===== src/rtl/lmc_pkg.sv =====
package lmc_pkg;
  localparam int WORD_W  = 32;
  localparam int CNT_W   = 64;
  localparam int STATE_W = 8;
  localparam int BEAT_W  = 4;
  localparam int CODE_W  = 8;

  localparam logic [7:0] ADDR_CTRL = 8'h10;
  localparam logic [7:0] ADDR_LO   = 8'h14;
  localparam logic [7:0] ADDR_HI   = 8'h18;

  localparam logic [CODE_W-1:0] MET_ALL     = 8'h00;
  localparam logic [CODE_W-1:0] MET_L0S_ANY = 8'h09;
  localparam logic [CODE_W-1:0] MET_PAY0    = 8'h20;

  localparam logic [CODE_W-1:0] DUR_MANUAL = 8'h00;
  localparam logic [CODE_W-1:0] DUR_1MS    = 8'h01;
  localparam logic [CODE_W-1:0] DUR_10MS   = 8'h02;
  localparam logic [CODE_W-1:0] DUR_100MS  = 8'h03;
  localparam logic [CODE_W-1:0] DUR_1S     = 8'h04;
  localparam logic [CODE_W-1:0] DUR_2S     = 8'h05;
  localparam logic [CODE_W-1:0] DUR_4S     = 8'h06;
  localparam logic [CODE_W-1:0] DUR_4US    = 8'hFF;

  typedef struct packed {
    logic [CODE_W-1:0] metric;
    logic [CODE_W-1:0] dur;
  } meas_cfg_t;
endpackage


===== src/rtl/lmc_dur_decode.sv =====
module lmc_dur_decode
  import lmc_pkg::*;
#(
  parameter longint unsigned CLK_FREQ_HZ = 125_000_000,
  parameter int TMR_W = 29
) (
  input  logic [CODE_W-1:0] dur,
  output logic              timed,
  output logic [TMR_W-1:0]  limit
);
  // cycle counts per window, never below one cycle
  localparam longint unsigned RAW_4US = (CLK_FREQ_HZ * 4) / 1_000_000;
  localparam longint unsigned RAW_1MS = CLK_FREQ_HZ / 1000;
  localparam longint unsigned RAW_10M = CLK_FREQ_HZ / 100;
  localparam longint unsigned RAW_100 = CLK_FREQ_HZ / 10;
  localparam logic [TMR_W-1:0] LIM_4US = TMR_W'((RAW_4US == 0) ? 1 : RAW_4US);
  localparam logic [TMR_W-1:0] LIM_1MS = TMR_W'((RAW_1MS == 0) ? 1 : RAW_1MS);
  localparam logic [TMR_W-1:0] LIM_10M = TMR_W'((RAW_10M == 0) ? 1 : RAW_10M);
  localparam logic [TMR_W-1:0] LIM_100 = TMR_W'((RAW_100 == 0) ? 1 : RAW_100);
  localparam logic [TMR_W-1:0] LIM_1S  = TMR_W'(CLK_FREQ_HZ);
  localparam logic [TMR_W-1:0] LIM_2S  = TMR_W'(CLK_FREQ_HZ * 2);
  localparam logic [TMR_W-1:0] LIM_4S  = TMR_W'(CLK_FREQ_HZ * 4);

  always_comb begin
    timed = 1'b1;
    limit = '0;
    case (dur)
      DUR_4US:   limit = LIM_4US;
      DUR_1MS:   limit = LIM_1MS;
      DUR_10MS:  limit = LIM_10M;
      DUR_100MS: limit = LIM_100;
      DUR_1S:    limit = LIM_1S;
      DUR_2S:    limit = LIM_2S;
      DUR_4S:    limit = LIM_4S;
      default:   timed = 1'b0;
    endcase
  end
endmodule


===== src/rtl/lmc_event_sel.sv =====
module lmc_event_sel
  import lmc_pkg::*;
(
  input  logic [CODE_W-1:0]  metric,
  input  logic [STATE_W-1:0] link_state,
  input  logic [BEAT_W-1:0]  payload_beat,
  output logic               hit
);
  always_comb begin
    hit = 1'b0;
    if (metric == MET_ALL) hit = 1'b1;
    for (int i = 0; i < STATE_W; i++)
      if (metric == CODE_W'(i + 1)) hit = link_state[i];
    if (metric == MET_L0S_ANY) hit = link_state[0] & link_state[1];
    for (int j = 0; j < BEAT_W; j++)
      if (metric == MET_PAY0 + CODE_W'(j)) hit = payload_beat[j];
  end
endmodule


===== src/rtl/lmc_accum.sv =====
module lmc_accum #(
  parameter int W = 64
) (
  input  logic         clk,
  input  logic         rst,
  input  logic         clr,
  input  logic         inc,
  output logic [W-1:0] q
);
  always_ff @(posedge clk) begin
    if (rst || clr) q <= '0;
    else if (inc)   q <= q + W'(1);
  end
endmodule


===== src/rtl/link_meas_counter.sv =====
module link_meas_counter
  import lmc_pkg::*;
#(
  parameter longint unsigned CLK_FREQ_HZ = 125_000_000,
  parameter int ADDR_W = 8
) (
  input  logic                clk,
  input  logic                rst,
  input  logic                reg_wr,
  input  logic                reg_rd,
  input  logic [ADDR_W-1:0]   reg_addr,
  input  logic [WORD_W-1:0]   reg_wdata,
  output logic [WORD_W-1:0]   reg_rdata,
  input  logic [STATE_W-1:0]  link_state,
  input  logic [BEAT_W-1:0]   payload_beat
);
  localparam int TMR_W = $clog2(4 * CLK_FREQ_HZ + 1);

  meas_cfg_t         cfg_sh;
  meas_cfg_t         cfg_act;
  logic              run_q;
  logic [TMR_W-1:0]  timer_q;
  logic [CNT_W-1:0]  result_q;
  logic              timed;
  logic [TMR_W-1:0]  limit;
  logic              hit;
  logic              wr_ctrl, start_req, stop_req, last_cyc;

  assign wr_ctrl   = reg_wr && (reg_addr == ADDR_W'(ADDR_CTRL));
  assign start_req = wr_ctrl && reg_wdata[0] && !run_q;
  assign stop_req  = wr_ctrl && !reg_wdata[0];
  assign last_cyc  = timed && (timer_q == limit - TMR_W'(1));

  lmc_dur_decode #(.CLK_FREQ_HZ(CLK_FREQ_HZ), .TMR_W(TMR_W)) dur_i (
    .dur(cfg_act.dur), .timed(timed), .limit(limit)
  );

  lmc_event_sel sel_i (
    .metric(cfg_act.metric), .link_state(link_state),
    .payload_beat(payload_beat), .hit(hit)
  );

  lmc_accum #(.W(CNT_W)) acc_i (
    .clk(clk), .rst(rst), .clr(start_req),
    .inc(run_q && hit && !stop_req), .q(result_q)
  );

  always_ff @(posedge clk) begin
    if (rst) begin
      cfg_sh  <= '0;
      cfg_act <= '0;
      run_q   <= 1'b0;
      timer_q <= '0;
    end else begin
      if (wr_ctrl) cfg_sh <= '{metric: reg_wdata[31:24], dur: reg_wdata[15:8]};
      if (start_req) begin
        cfg_act <= '{metric: reg_wdata[31:24], dur: reg_wdata[15:8]};
        run_q   <= 1'b1;
        timer_q <= '0;
      end else if (stop_req) begin
        run_q <= 1'b0;
      end else if (run_q && timed) begin
        timer_q <= timer_q + TMR_W'(1);
        if (last_cyc) run_q <= 1'b0;
      end
    end
  end

  always_ff @(posedge clk) begin
    if (rst) reg_rdata <= '0;
    else if (reg_rd) begin
      case (reg_addr)
        ADDR_W'(ADDR_CTRL): reg_rdata <= {cfg_sh.metric, 8'h00, cfg_sh.dur, 7'h00, run_q};
        ADDR_W'(ADDR_LO):   reg_rdata <= result_q[WORD_W-1:0];
        ADDR_W'(ADDR_HI):   reg_rdata <= result_q[CNT_W-1:WORD_W];
        default:            reg_rdata <= '0;
      endcase
    end
  end
endmodule


===== config.mk =====
export PLATFORM = sky130hd
export DESIGN_NAME = link_meas_counter
export DESIGN_NICKNAME = d
export VERILOG_FILES = /design/src/rtl/lmc_pkg.sv /design/src/rtl/lmc_dur_decode.sv /design/src/rtl/lmc_event_sel.sv /design/src/rtl/lmc_accum.sv /design/src/rtl/link_meas_counter.sv
export SDC_FILE = /design/constraint.sdc
export NUM_CORES = 1
export LEC_CHECK = 0
export BUFFER_PORTS_ARGS = -buffer_cell sky130_fd_sc_hd__buf_2
export CAP_MARGIN = 15
export CORE_UTILIZATION = 45
export CTS_BUF_LIST = sky130_fd_sc_hd__clkbuf_8
export CTS_CLUSTER_SIZE = 12
export DETAILED_ROUTE_END_ITERATION = 6
export PLACE_DENSITY = 0.69
export SYNTH_ARGS = -nofsm -noshare
export SYNTH_HDL_FRONTEND = slang
export SYNTH_SLANG_ARGS = --single-unit

===== constraint.sdc =====
create_clock -name clk -period 4.2 [get_ports clk]
set_input_delay 1.05 -clock clk [delete_from_list [all_inputs] [get_ports clk]]
set_output_delay 1.05 -clock clk [all_outputs]
set_load 0.01 [all_outputs]

## Word-level counts from Yosys, hierarchy flattened

Cells that the tools add are included.

- Register bits: 158
- Input bits: 56
- Output and inout bits: 32
- Logic and storage cells: 77

- Add/sub/neg operators: 3
- Eq/ne operators: 24
- Mux-type cells: 21
- Bitwise operators: 2
- Reductions and logical operators: 19

Operators with widths:

| cell | number |
|---|---|
| $pmux 29 s7 | 1 |
| $pmux 32 s3 | 1 |
| $add 64x1->64 const B | 1 |
| $eq 8x3->1 const B | 7 |
| $eq 8x2->1 const B | 4 |
| $eq 8x6->1 const B | 4 |
| $add 29x1->29 const B | 1 |
| $eq 29x29->1 | 1 |
| $sub 29x1->29 const B | 1 |
| $eq 8x5->1 const B | 3 |
| $mux 1 | 19 |
| $eq 8x1->1 const B | 2 |
| $eq 8x4->1 const B | 2 |
| $eq 8x8->1 const B | 1 |
| $logic_and 1x1->1 | 8 |
| $logic_not 8->1 | 1 |
| $reduce_or 7->1 | 1 |
| $reduce_bool 3->1 | 2 |
| $reduce_and 2->1 | 2 |
| $logic_not 1->1 | 3 |
| $reduce_or 2->1 | 1 |
| $and 1x1->1 | 1 |
| $logic_or 1x1->1 | 1 |
| $not 1->1 | 1 |

## Logic depth before layout (Yosys ltp)

Gate-level depths: netlist of run 1.

- Depth after elaboration: 17
- Mapped depth: 14
- Gate-level depth less buffers: 11

## Hierarchy

Synthesis of run 1 repeated with hierarchy kept, for this count alone.

- Cells, all modules: 1116
- Area total of the unflattened synthesis: 8976.1 µm²

By module, submodules not included:

| module | times used | cells an instance | area each (µm²) | sequential area each (µm²) |
|---|---|---|---|---|
| link_meas_counter | 1 | 659 | 5282.6 | 1881.8 |
| lmc_accum | 1 | 372 | 3116.7 | 1281.2 |
| lmc_dur_decode | 1 | 66 | 432.9 | 0.0 |
| lmc_event_sel | 1 | 19 | 143.9 | 0.0 |

## Least setup slack after synthesis of run 1

OpenSTA, ideal clock, no wires.

- Path type: reg2reg
- Start point: register cfg_act[7] in the netlist's numbering
- End point: register timer_q[17]
- Setup time: 0.070 ns
- Arrival time: 3.275 ns
- Data required time: 4.130 ns
- Path slack: 0.855 ns
- Cell stages (with the launch flop): 13
- Buffers on the path: 3
- Clock period less this slack: 3.345 ns
- Path through: dfxtp_1 or4_1 clkbuf_1 nor2_1 clkbuf_1 nand3_1 ha_1 o41a_1 a2111o_1 or3_4 buf_6 or3_1 a21oi_1

- Longest elaborated chain between the ends: 5
- Elaborated cells on any way between the ends: 11
- Classes of those cells: 7 x eq/ne; 1 x mux; 3 x reduce/logical

RTL lines:

| what | line | source |
|---|---|---|
| start: declaration | link_meas_counter.sv:20 | `meas_cfg_t cfg_act;` |
| start signal: assignment | link_meas_counter.sv:57 | `cfg_act <= '{metric: reg_wdata[31:24], dur: reg_wdata[15:8]};` |
| $eq 8x8->1, or another cell as far along | lmc_dur_decode.sv:27 | `case (dur)` |
| $reduce_or 7->1 (no source line) (*) | - |  |
| $mux 1 (*) | lmc_dur_decode.sv:27 |  |
| $logic_and 1x1->1 (*) | link_meas_counter.sv:62 | `end else if (run_q && timed) begin` |
| $reduce_and 2->1 (no source line) (*) | - |  |
| end signal: assignment | link_meas_counter.sv:63 | `timer_q <= timer_q + TMR_W'(1);` |
| end: declaration | link_meas_counter.sv:22 | `logic [TMR_W-1:0] timer_q;` |

Mark *: on every way between the ends. The rest lies on a longest branch, timed or not.
A chain may end at the register's enable or synchronous reset.

## Worst setup path after layout of run 1

- Start point: register cfg_act[7] in the netlist's numbering
- End point: register timer_q[23]

Same word-level chain as after synthesis.

==> results.toml, run 1 <==
[cells_and_area]
layout.cells.non_filler = 1392
fillCellCount = 1801
nets = 1205
diodes = 0
areaGrowthSynthToFinish_pct = 11.6
design_area_um2 = 9590
drive_gt1_frac = 0.130

[sta]
hold_viol = 0
setup_viol = 0
period_needed_ns = 3.35
timing.hold.ws_ns = 0.481
finalMaxSlewViolations = 0
finalClockSkew_ns = 0.0186
min_period_over_period = 0.797
fmax_mhz = 299
relSlewSlack = 0.440
rsz0062_at_grt = "no"
tightest_slew_ns = 0.840
setup_tns_ns = 0

[worst_hold_path]
holdPathStages = 2
hp-class = "reg2reg"

[setup_path]
arrival_ns = 3.71
crit_required_ns = 4.56
end_kind = "register"
crit_fanout = 15
path_class = "reg2reg"
ff2ff_setup_slack_ns = 0.85
worstSetupStartpointType = "register"
ff2ff_path_depth = 11
endpoint = "timer_q[23]"
reg2reg_to = "timer_q[23]"
regToRegStartpoint = "cfg_act[7]"
crit_path_start = "cfg_act[7]"

[cts]
clock-sinks = 158
cts.path.max_buffers = 2
cts_buffers = 17
cts_tree = "yes"
postCtsSetupBuffers = 0
path_clk_slew_ns = 0.09
hold_buffers = 0
cts_resized = 0
root_buffer = "clkbuf_8"
worstSkewPairLatency_ns = 0.46
htree_levels = 4

[yosys]
seq_area_frac_synth = 0.368
ys_ff_latch = 158
synth_ff_type = "dfxtp_1"
synthCells = 1098
synth_edf_count = 0
yosys_warnings = 0
ys_types = 64
avgSynthCellArea_um2 = 7.83
synth_top_area_frac = 0.368
ys_async_sr_fraction = 0
synth_area_leader_cell = "dfxtp_1"
syn_area_um2 = 8590
synth.area.top_cells = "dfxtp_1 37%, a21oi_1 6.3%, mux2i_1 5.5%"
syn_nets = 1158

[detailed_routing]
vias_per_cell = 5.88
detail_route.iter0.violations = 637
drc = 0
drt_pre_antenna_iters = 4
totalWireLength_um = 23100
wl_per_cell_um = 16.6
num_vias = 8190
ant_nets = 0

[placement]
place.gp.congestion = 0.935
dpl.cell_count = 1359
portBuffers = 72
dpl.hpwl_um = 16100
dpl-instance-area_um2 = 9220

[die]
die-area_um2 = 19700
start_util = 0.459
ios = 88
die_w_um = 140
die_y_um = 140
coreArea_um2 = 18700
fp-row-count = 50

[global_route]
grt_pass1_vias = 7271
grt_max_degree = 69
overflow = 0
groute.usage.overall = 0.235
grt_pass1_wl_um = 37100
grt_antenna_before_repair = 0

[power]
ir_drop_v = 0.000248
p_per_area_nw_per_um2 = 278
leakage_nw = 3.44
p_total_mw = 2.67

[run_status]
status = "complete, no violations"

[job]
drv_cap = 0
[cell families (layout without fill, tap and decap cells)]
family                   after synthesis  count (layout)  synth area share
flip-flops                           158             158             0.368
multiplexers                          48              48            0.0574
AND/OR/NAND/NOR                      491             491             0.298
XOR/XNOR                              45              45            0.0459
buffers and inverters                 98             158            0.0437
AO/OA/AOI/OAI                        254             254             0.182
adder cells (fa/ha/maj)                4               4           0.00582
[report_power, final]
group	switching, mW	internal (mW)
clock network	0.645	0.428
logic	0.0623	0.0327
registers	0.000308	1.50
[registers in the layout, summed over array words and instances (netlist names)]
register,cells
acc_i.q,64
reg_rdata,32
timer_q,29
cfg_act,16
cfg_sh,16
run_q,1
[layer usage]
| layer | up-vias | part of all wire | wire length [um] | track usage |
|---|---|---|---|---|
| li1 | 4072 | - | - | - |
| met1 | 3844 | 0.46 | 10600 | 0.309 |
| met3 | 33 | 0.048 | 1100 | 0.0424 |
| met2 | 241 | 0.47 | 10800 | 0.388 |
| met5 | - | 0 | 0 | 0 |
| met4 | 0 | 0.023 | 541 | 0.0821 |
[worst min path at each step]
stage	endpoint	startpoint	slack [ns]
6_report	acc_i.q[63]	acc_i.q[63]	0.48
5_1_grt	cfg_act[14]	cfg_act[14]	0.51
3_3_place_gp	acc_i.q[63]	acc_i.q[63]	0.46
3_5_place_dp	acc_i.q[63]	acc_i.q[63]	0.47
4_1_cts	acc_i.q[63]	acc_i.q[63]	0.48
2_1_floorplan	acc_i.q[63]	acc_i.q[63]	0.44
[cell usage after synthesis, drive strengths merged, types with 4 or more instances]
cell type	count
or3	38
nand3	37
nor2	104
o21ai	54
dfxtp	158
a31oi	5
mux2i	47
nand2	120
and2	9
and3	17
clkbuf	64
or4	27
ha	4
nor3b	7
a211oi	10
nor4	13
o31ai	21
o211ai	8
nor3	16
nor2b	37
xnor2	16
xor2	29
a22o	15
buf	11
nand4	34
and4	8
inv	23
nand2b	6
nor4b	4
a21oi	108
[through the flow]
step / worst slack, ns / util
3_5_place_dp: 0.471 / 0.493
3_3_place_gp: 0.543 / 0.493
4_1_cts: 0.879 / 0.512
2_1_floorplan: 0.855 / -
5_1_grt: 0.628 / 0.513
6_report: 0.852 / 0.513
[final cells by class]
cell class              instances  area [um2]  area share
repair buffers                103         622      0.0648
clock inverters                15         129      0.0134
flip-flops and latches        158        3160       0.330
multi-input cells             842        5070       0.528
well taps                     234         293      0.0305
inverters                      23        86.3     0.00900
clock buffers                  17         234      0.0244
[worst max-delay path, stage by stage (launching register included)]
cell,delay (ns)
dfxtp_1,0.38
or4_1,0.53
buf_4,0.21
nor2_1,0.14
nand3_1,0.12
ha_1,0.23
o41a_1,0.15
a2111o_1,0.45
or3_4,0.48
nor3_1,0.34
xnor2_1,0.17
nor2_1,0.05
[layout by cell type (no fill, tap or decap), types with 10 or more instances in the layout]
cell and instances:
xor2_1 29, nor2b_1 37, nor4_1 13, buf_4 28, xnor2_1 16, inv_1 23
a211oi_1 10, nand2_1 120, o31ai_1 21, or3_1 37, dfxtp_1 158, or4_1 27
o21ai_0 54, nor2_1 103, clkbuf_8 17, nand3_1 37, a21oi_1 108, nand4_1 34
buf_2 72, and3_1 17, mux2i_1 47, a22o_1 15, nor3_1 14
Note: power is estimated with default switching activity, not from simulation.
==> run 2, diff against run 1 <==
- ABC_AREA: default -> 1
- PLACE_DENSITY: 0.69 -> 0.68
- clock period: 4.2 -> 3.3 ns (I/O delays scaled with it)
==> run 2 against run 1 <==
  * Worst setup slack lost 0.50 ns
  * Flip-flop and latch count stayed put
  * Sequential power up 27%
  * Clock skew decreased by 0.0044 ns
  * Core utilization shrank 0.50 points
  * Critical path depth up 4
  * Largest cell class unchanged
  * Largest power group unchanged
==> results.toml, run 2 <==
[run_status]
status = "complete, no violations"

[cts]
cts_tree = "yes"
htree_levels = 4
hold_buffers = 0
cts_resized = 0
path_clk_slew_ns = 0.10
cts.path.max_buffers = 2
postCtsSetupBuffers = 0
worstSkewPairLatency_ns = 0.47
clock-sinks = 158
cts_buffers = 17
root_buffer = "clkbuf_8"

[detailed_routing]
drt_pre_antenna_iters = 5
detail_route.iter0.violations = 886
totalWireLength_um = 33600
ant_nets = 0
wl_per_cell_um = 17.6
num_vias = 10549
vias_per_cell = 5.54
drc = 0

[sta]
fmax_mhz = 340
relSlewSlack = 0.503
rsz0062_at_grt = "no"
period_needed_ns = 2.94
finalMaxSlewViolations = 0
min_period_over_period = 0.892
finalClockSkew_ns = 0.0142
hold_viol = 0
setup_viol = 0
setup_tns_ns = 0
tightest_slew_ns = 0.746

[cells_and_area]
largest_register_ffs = 64
nets = 1672
regArea_um2 = 3160
design_area_um2 = 11100
final_common_cell = "nand2_1"
layout.cells.non_filler = 1905
areaGrowthSynthToFinish_pct = 10.5
regMostFlops = "acc_i.q"
multiInputGateArea_um2 = 5950
fillCellCount = 2309
diodes = 0
layout_top_registers = "acc_i.q (64), reg_rdata (32), timer_q (29)"
drive_gt1_frac = 0.122
final_cell_mix = "423 x nand2_1, 158 x dfxtp_1, 150 x inv_1, 144 x nor2_1, 133 x a21oi_1"

[yosys]
synth_ff_type = "dfxtp_1"
seq_area_frac_synth = 0.315
synth-simple-area-share = 0.405
synth.area.top_cells = "dfxtp_1 32%, nand2_1 16%, a21oi_1 6.6%"
avgSynthCellArea_um2 = 6.42
synth_top_cells_by_count = "424 x nand2_1, 158 x dfxtp_1, 150 x inv_1, 144 x nor2_1, 133 x a21oi_1"
syn_area_um2 = 10000
synth_area_leader_cell = "dfxtp_1"
synth.most_common_cell = "nand2_1"
synthCells = 1563
synth_top_family_by_area = "simple AND/OR/NAND/NOR gates"
synth_mux_area_frac = 0
synth_top_area_frac = 0.315
yosys.area_share.xor_xnor = 0.0620
ys_async_sr_fraction = 0
synth_compound_area_frac = 0.120
syn_nets = 1623
synth_fa_ha_area_frac = 0.00499
ys_types = 44
ys_ff_latch = 158
yosys_warnings = 0
synth_edf_count = 0

[global_route]
grt_max_degree = 67
overflow = 0
grt_pass1_wl_um = 52700
grt_antenna_before_repair = 0
grt_pass1_vias = 9659
groute.usage.overall = 0.301

[placement]
dpl-instance-area_um2 = 10700
dpl.cell_count = 1873
place.gp.congestion = 1.01
dpl.hpwl_um = 25700
portBuffers = 72

[setup_path]
crit_required_ns = 3.66
ff2ff_path_depth = 15
end_kind = "register"
ff2ff_setup_slack_ns = 0.36
path_class = "reg2reg"
crit_fanout = 12
worstSetupStartpointType = "register"
arrival_ns = 3.30

[power]
p_per_area_nw_per_um2 = 324
leakage_nw = 3.94
p_total_mw = 3.59
ir_drop_v = 0.000259

[die]
fp-row-count = 54
coreArea_um2 = 21800
die_y_um = 151
start_util = 0.460
die-area_um2 = 22900
die_w_um = 151
ios = 88

[worst_hold_path]
hp-class = "reg2reg"
holdPathStages = 2

[job]
drv_cap = 0
run 2: cell type report:
class	instances	share of cell area
multi-input cells	1174	0.537
flip-flops and latches	158	0.285
inverters	163	0.0552
repair buffers	98	0.0535
well taps	280	0.0316
clock buffers	17	0.0211
clock inverters	15	0.0161
run 2: final timing paths:
check / start / endpoint
worst max-delay path: cfg_act[7] / timer_q[26]
worst min-delay path: reg_rdata[15] / reg_rdata[15]
worst max register to register: cfg_act[7] / timer_q[26]
worst min register to register: reg_rdata[15] / reg_rdata[15]
run 2: stage by stage:
stage / setup WS [ns] / hold WS (ns) / utilization
2_1_floorplan: 0.869 / 0.429 / -
3_3_place_gp: 0.214 / 0.441 / 0.489
3_5_place_dp: 0.130 / 0.452 / 0.489
4_1_cts: 0.386 / 0.466 / 0.508
5_1_grt: 0.111 / 0.489 / 0.508
6_report: 0.355 / 0.464 / 0.508
run 2: logic make-up (layout without fill, tap and decap cells):
kind of cell / count (synthesis) / after routing
and+or+nand+nor: 877 / 877
adders and majority gates: 4 / 4
AOI/OAI and AO/OA: 222 / 222
buffers and inverters: 231 / 293
xor gates and xnor gates: 71 / 71
DFF: 158 / 158
run 2: routing by layer:
layer  routed length (um)  part of all wire  global-route usage  up-vias
met1                15400              0.46               0.415     4888
met2                15300              0.46               0.484      325
met5                    0                 0                   0        -
met4                  779             0.023              0.0865        0
li1                     -                 -                   -     5278
met3                 2080             0.062              0.0431       58
run 2: worst max-delay path: stages, from the launching register on:
cell and delay (ns):
dfxtp_1 0.37, nor2_4 0.20, nand4_1 0.21, inv_1 0.18
nand2_1 0.10, ha_1 0.20, nand3_2 0.09, nand2_2 0.08
nor2_4 0.35, nand3_4 0.17, nor3_4 0.35, nand2_2 0.14
clkinv_1 0.07, nand3_1 0.08, o21ai_1 0.17, a21oi_1 0.05
run 2: power breakdown:
group	internal (mW)	switching (mW)	total, mW
registers	1.91	0.000538	1.91
clock network	0.700	0.868	1.57
logic	0.0375	0.0757	0.113
==> run 3, diff against run 2 <==
- SYNTH_HIERARCHICAL: default -> 1
- TNS_END_PERCENT: default -> 5
==> run 3 against run 2 <==
  * Wire length down 11%
  * Sequential share of layout area down 0.51 points
  * Critical path depth up 6
  * Via count down 0.24%
  * First-iteration DRC count down 8.5%
  * Cell count up 7.3%
  * Global-route usage down 4.3 points
==> results.toml, run 3 <==
[run_status]
status = "complete, no violations"

[cells_and_area]
drive_gt1_frac = 0.124
largest_register_ffs = 64
layout_top_registers = "acc_i/q (64), reg_rdata (32), timer_q (29)"
regMostFlops = "acc_i/q"
final_common_cell = "nand2_1"
final_cell_mix = "552 x nand2_1, 289 x nor2_1, 158 x dfxtp_1, 144 x inv_1, 109 x a21oi_1"
areaGrowthSynthToFinish_pct = 9.43
nets = 1806
diodes = 0
design_area_um2 = 11300
postLayoutCoreUtil = 0.500
fillCellCount = 2338

[yosys]
synth_ff_type = "dfxtp_1"
synth_top_cells_by_count = "552 x nand2_1, 290 x nor2_1, 158 x dfxtp_1, 144 x inv_1, 109 x a21oi_1"
synth_top_area_frac = 0.307
synth_fa_ha_area_frac = 0.00364
synth-simple-area-share = 0.472
synth_compound_area_frac = 0.0905
synth_mux_area_frac = 0
synth_top_family_by_area = "simple AND/OR/NAND/NOR gates"
syn_area_um2 = 10300
synth.most_common_cell = "nand2_1"
synth_area_leader_cell = "dfxtp_1"
ys_async_sr_fraction = 0
ys_ff_latch = 158
synth_edf_count = 0
synth.area.top_cells = "dfxtp_1 31%, nand2_1 20%, nor2_1 11%"
seq_area_frac_synth = 0.307
avgSynthCellArea_um2 = 6.09
yosys_warnings = 6
ys_types = 48
yosys.area_share.xor_xnor = 0.0442
synthCells = 1692

[cts]
postCtsSetupBuffers = 0
clock-sinks = 158
path_clk_slew_ns = 0.11
cts_resized = 0
cts.path.max_buffers = 2
cts_tree = "yes"
hold_buffers = 0
htree_levels = 4
worstSkewPairLatency_ns = 0.48
root_buffer = "clkbuf_8"
cts_buffers = 17

[job]
drv_cap = 0

[setup_path]
arrival_ns = 3.25
ff2ff_path_depth = 21
crit_chain = "inv_2 -> nor2_2 -> nand2_1 -> nand3_1 -> nand2_1 -> nor2_2 -> nand2_1 -> nand3_1 -> nand2_1 -> nand2_1 -> nand2_1 -> inv_1 -> nand2_1 -> inv_1 -> nand2_2 -> nor2_2 -> nand2_1 -> nor2_1 -> nand2_1 -> nand2_1 -> a21oi_1"
crit_path_top_delay_cell = "dfxtp_1"
reg2reg_to = "acc_i/q[22]"
regToRegStartpoint = "cfg_act[8]"
path_class = "reg2reg"
worstSetupStartpointType = "register"
crit_family = "simple AND/OR/NAND/NOR gates"
cp_num_buf_inv = 3
critical-path-max-stage-delay_ns = 0.50
crit_required_ns = 3.67
cp_common_cell = "nand2_1"
end_kind = "register"
ff2ff_setup_slack_ns = 0.42
crit_fanout = 13

[sta]
fmax_mhz = 348
setup_tns_ns = 0
period_needed_ns = 2.88
timing.hold.ws_ns = 0.453
relSlewSlack = 0.348
tightest_slew_ns = 0.977
finalClockSkew_ns = 0.0251
setup_viol = 0
hold_viol = 0
finalMaxSlewViolations = 0
rsz0062_at_grt = "no"
min_period_over_period = 0.872

[worst_hold_path]
hp-class = "reg2reg"
min_from = "cfg_act[14]"
holdPathEnd = "cfg_act[14]"
holdPathStages = 2

[die]
ios = 88
coreArea_um2 = 22600
start_util = 0.457
die_y_um = 153
fp-row-count = 55
die-area_um2 = 23500
die_w_um = 153

[placement]
dpl.hpwl_um = 23300
place.gp.congestion = 0.949
portBuffers = 72
dpl-instance-area_um2 = 10900

[global_route]
grt_antenna_before_repair = 0
groute.usage.overall = 0.258
grt_pass1_vias = 9518
grt_max_degree = 42
overflow = 0
grt_pass1_wl_um = 48500

[detailed_routing]
vias_per_cell = 5.15
ant_nets = 0
wl_per_cell_um = 14.6
totalWireLength_um = 29900
num_vias = 10524
wl_met1_um = 14600
wl_met3_um = 1820
highest_layer = "met4"
drc = 0
dr_wl_met2_um = 12800
detail_route.iter0.violations = 811
drt_pre_antenna_iters = 6

[power]
leakage_nw = 4.74
p_total_mw = 3.54
ir_drop_v = 0.000210
p_per_area_nw_per_um2 = 314
-- run 3: final cells by class --
class / instances / area, um2 / area share
inverter: 156 / 586 / 0.0519
tap: 285 / 357 / 0.0316
clock inverter: 15 / 168 / 0.0149
multi-input combinational: 1329 / 6310 / 0.559
sequential: 158 / 3160 / 0.280
clock buffer: 17 / 234 / 0.0207
timing repair buffer: 85 / 470 / 0.0417
-- run 3: worst max-delay path by stage --
stage / from / to / cells past startpoint
after floorplan: reg_addr[1] / acc_i/q[17] / 11
after global placement: reg_addr[1] / acc_i/q[62] / 18
after detailed placement: reg_addr[0] / acc_i/q[25] / 17
after CTS: cfg_act[8] / acc_i/q[25] / 19
after global routing: cfg_act[8] / acc_i/q[22] / 21
final: cfg_act[8] / acc_i/q[22] / 21
-- run 3: cells by family after synthesis --
kind of cell / Yosys count
compound gates: 169
xor+xnor: 52
fa+ha+maj: 3
buf+inv: 206
flops: 158
other cells: 1
simple gates: 1103
-- run 3: metrics by stage --
step | cells | setup WS (ns)
2_1_floorplan | 1693 | 0.756
3_3_place_gp | 2013 | 0.241
3_5_place_dp | 2013 | 0.215
4_1_cts | 2045 | 0.507
5_1_grt | 2045 | 0.116
6_report | 2045 | 0.423
-- run 3: worst register-to-register path, stage by stage (launching register included) --
cell and delay (ns):
dfxtp_1 0.50, inv_2 0.07, nor2_2 0.13, nand2_1 0.07
nand3_1 0.08, nand2_1 0.07, nor2_2 0.08, nand2_1 0.07
nand3_1 0.07, nand2_1 0.05, nand2_1 0.09, nand2_1 0.07
inv_1 0.41, nand2_1 0.10, inv_1 0.15, nand2_2 0.10
nor2_2 0.10, nand2_1 0.09, nor2_1 0.27, nand2_1 0.09
nand2_1 0.06, a21oi_1 0.04
-- run 3: power by group --
group	internal (mW)	switching, mW	total (mW)	leakage (nW)
Combinational	0.0542	0.112	0.166	3.27
Clock	0.573	0.898	1.47	0.204
Sequential	1.91	0.000462	1.91	1.27
-- run 3: layer usage --
metal	vias to the layer above	GRT usage
met4	0	0.0767
met3	42	0.0408
met2	295	0.401
li1	5438	-
met1	4749	0.367
met5	-	0
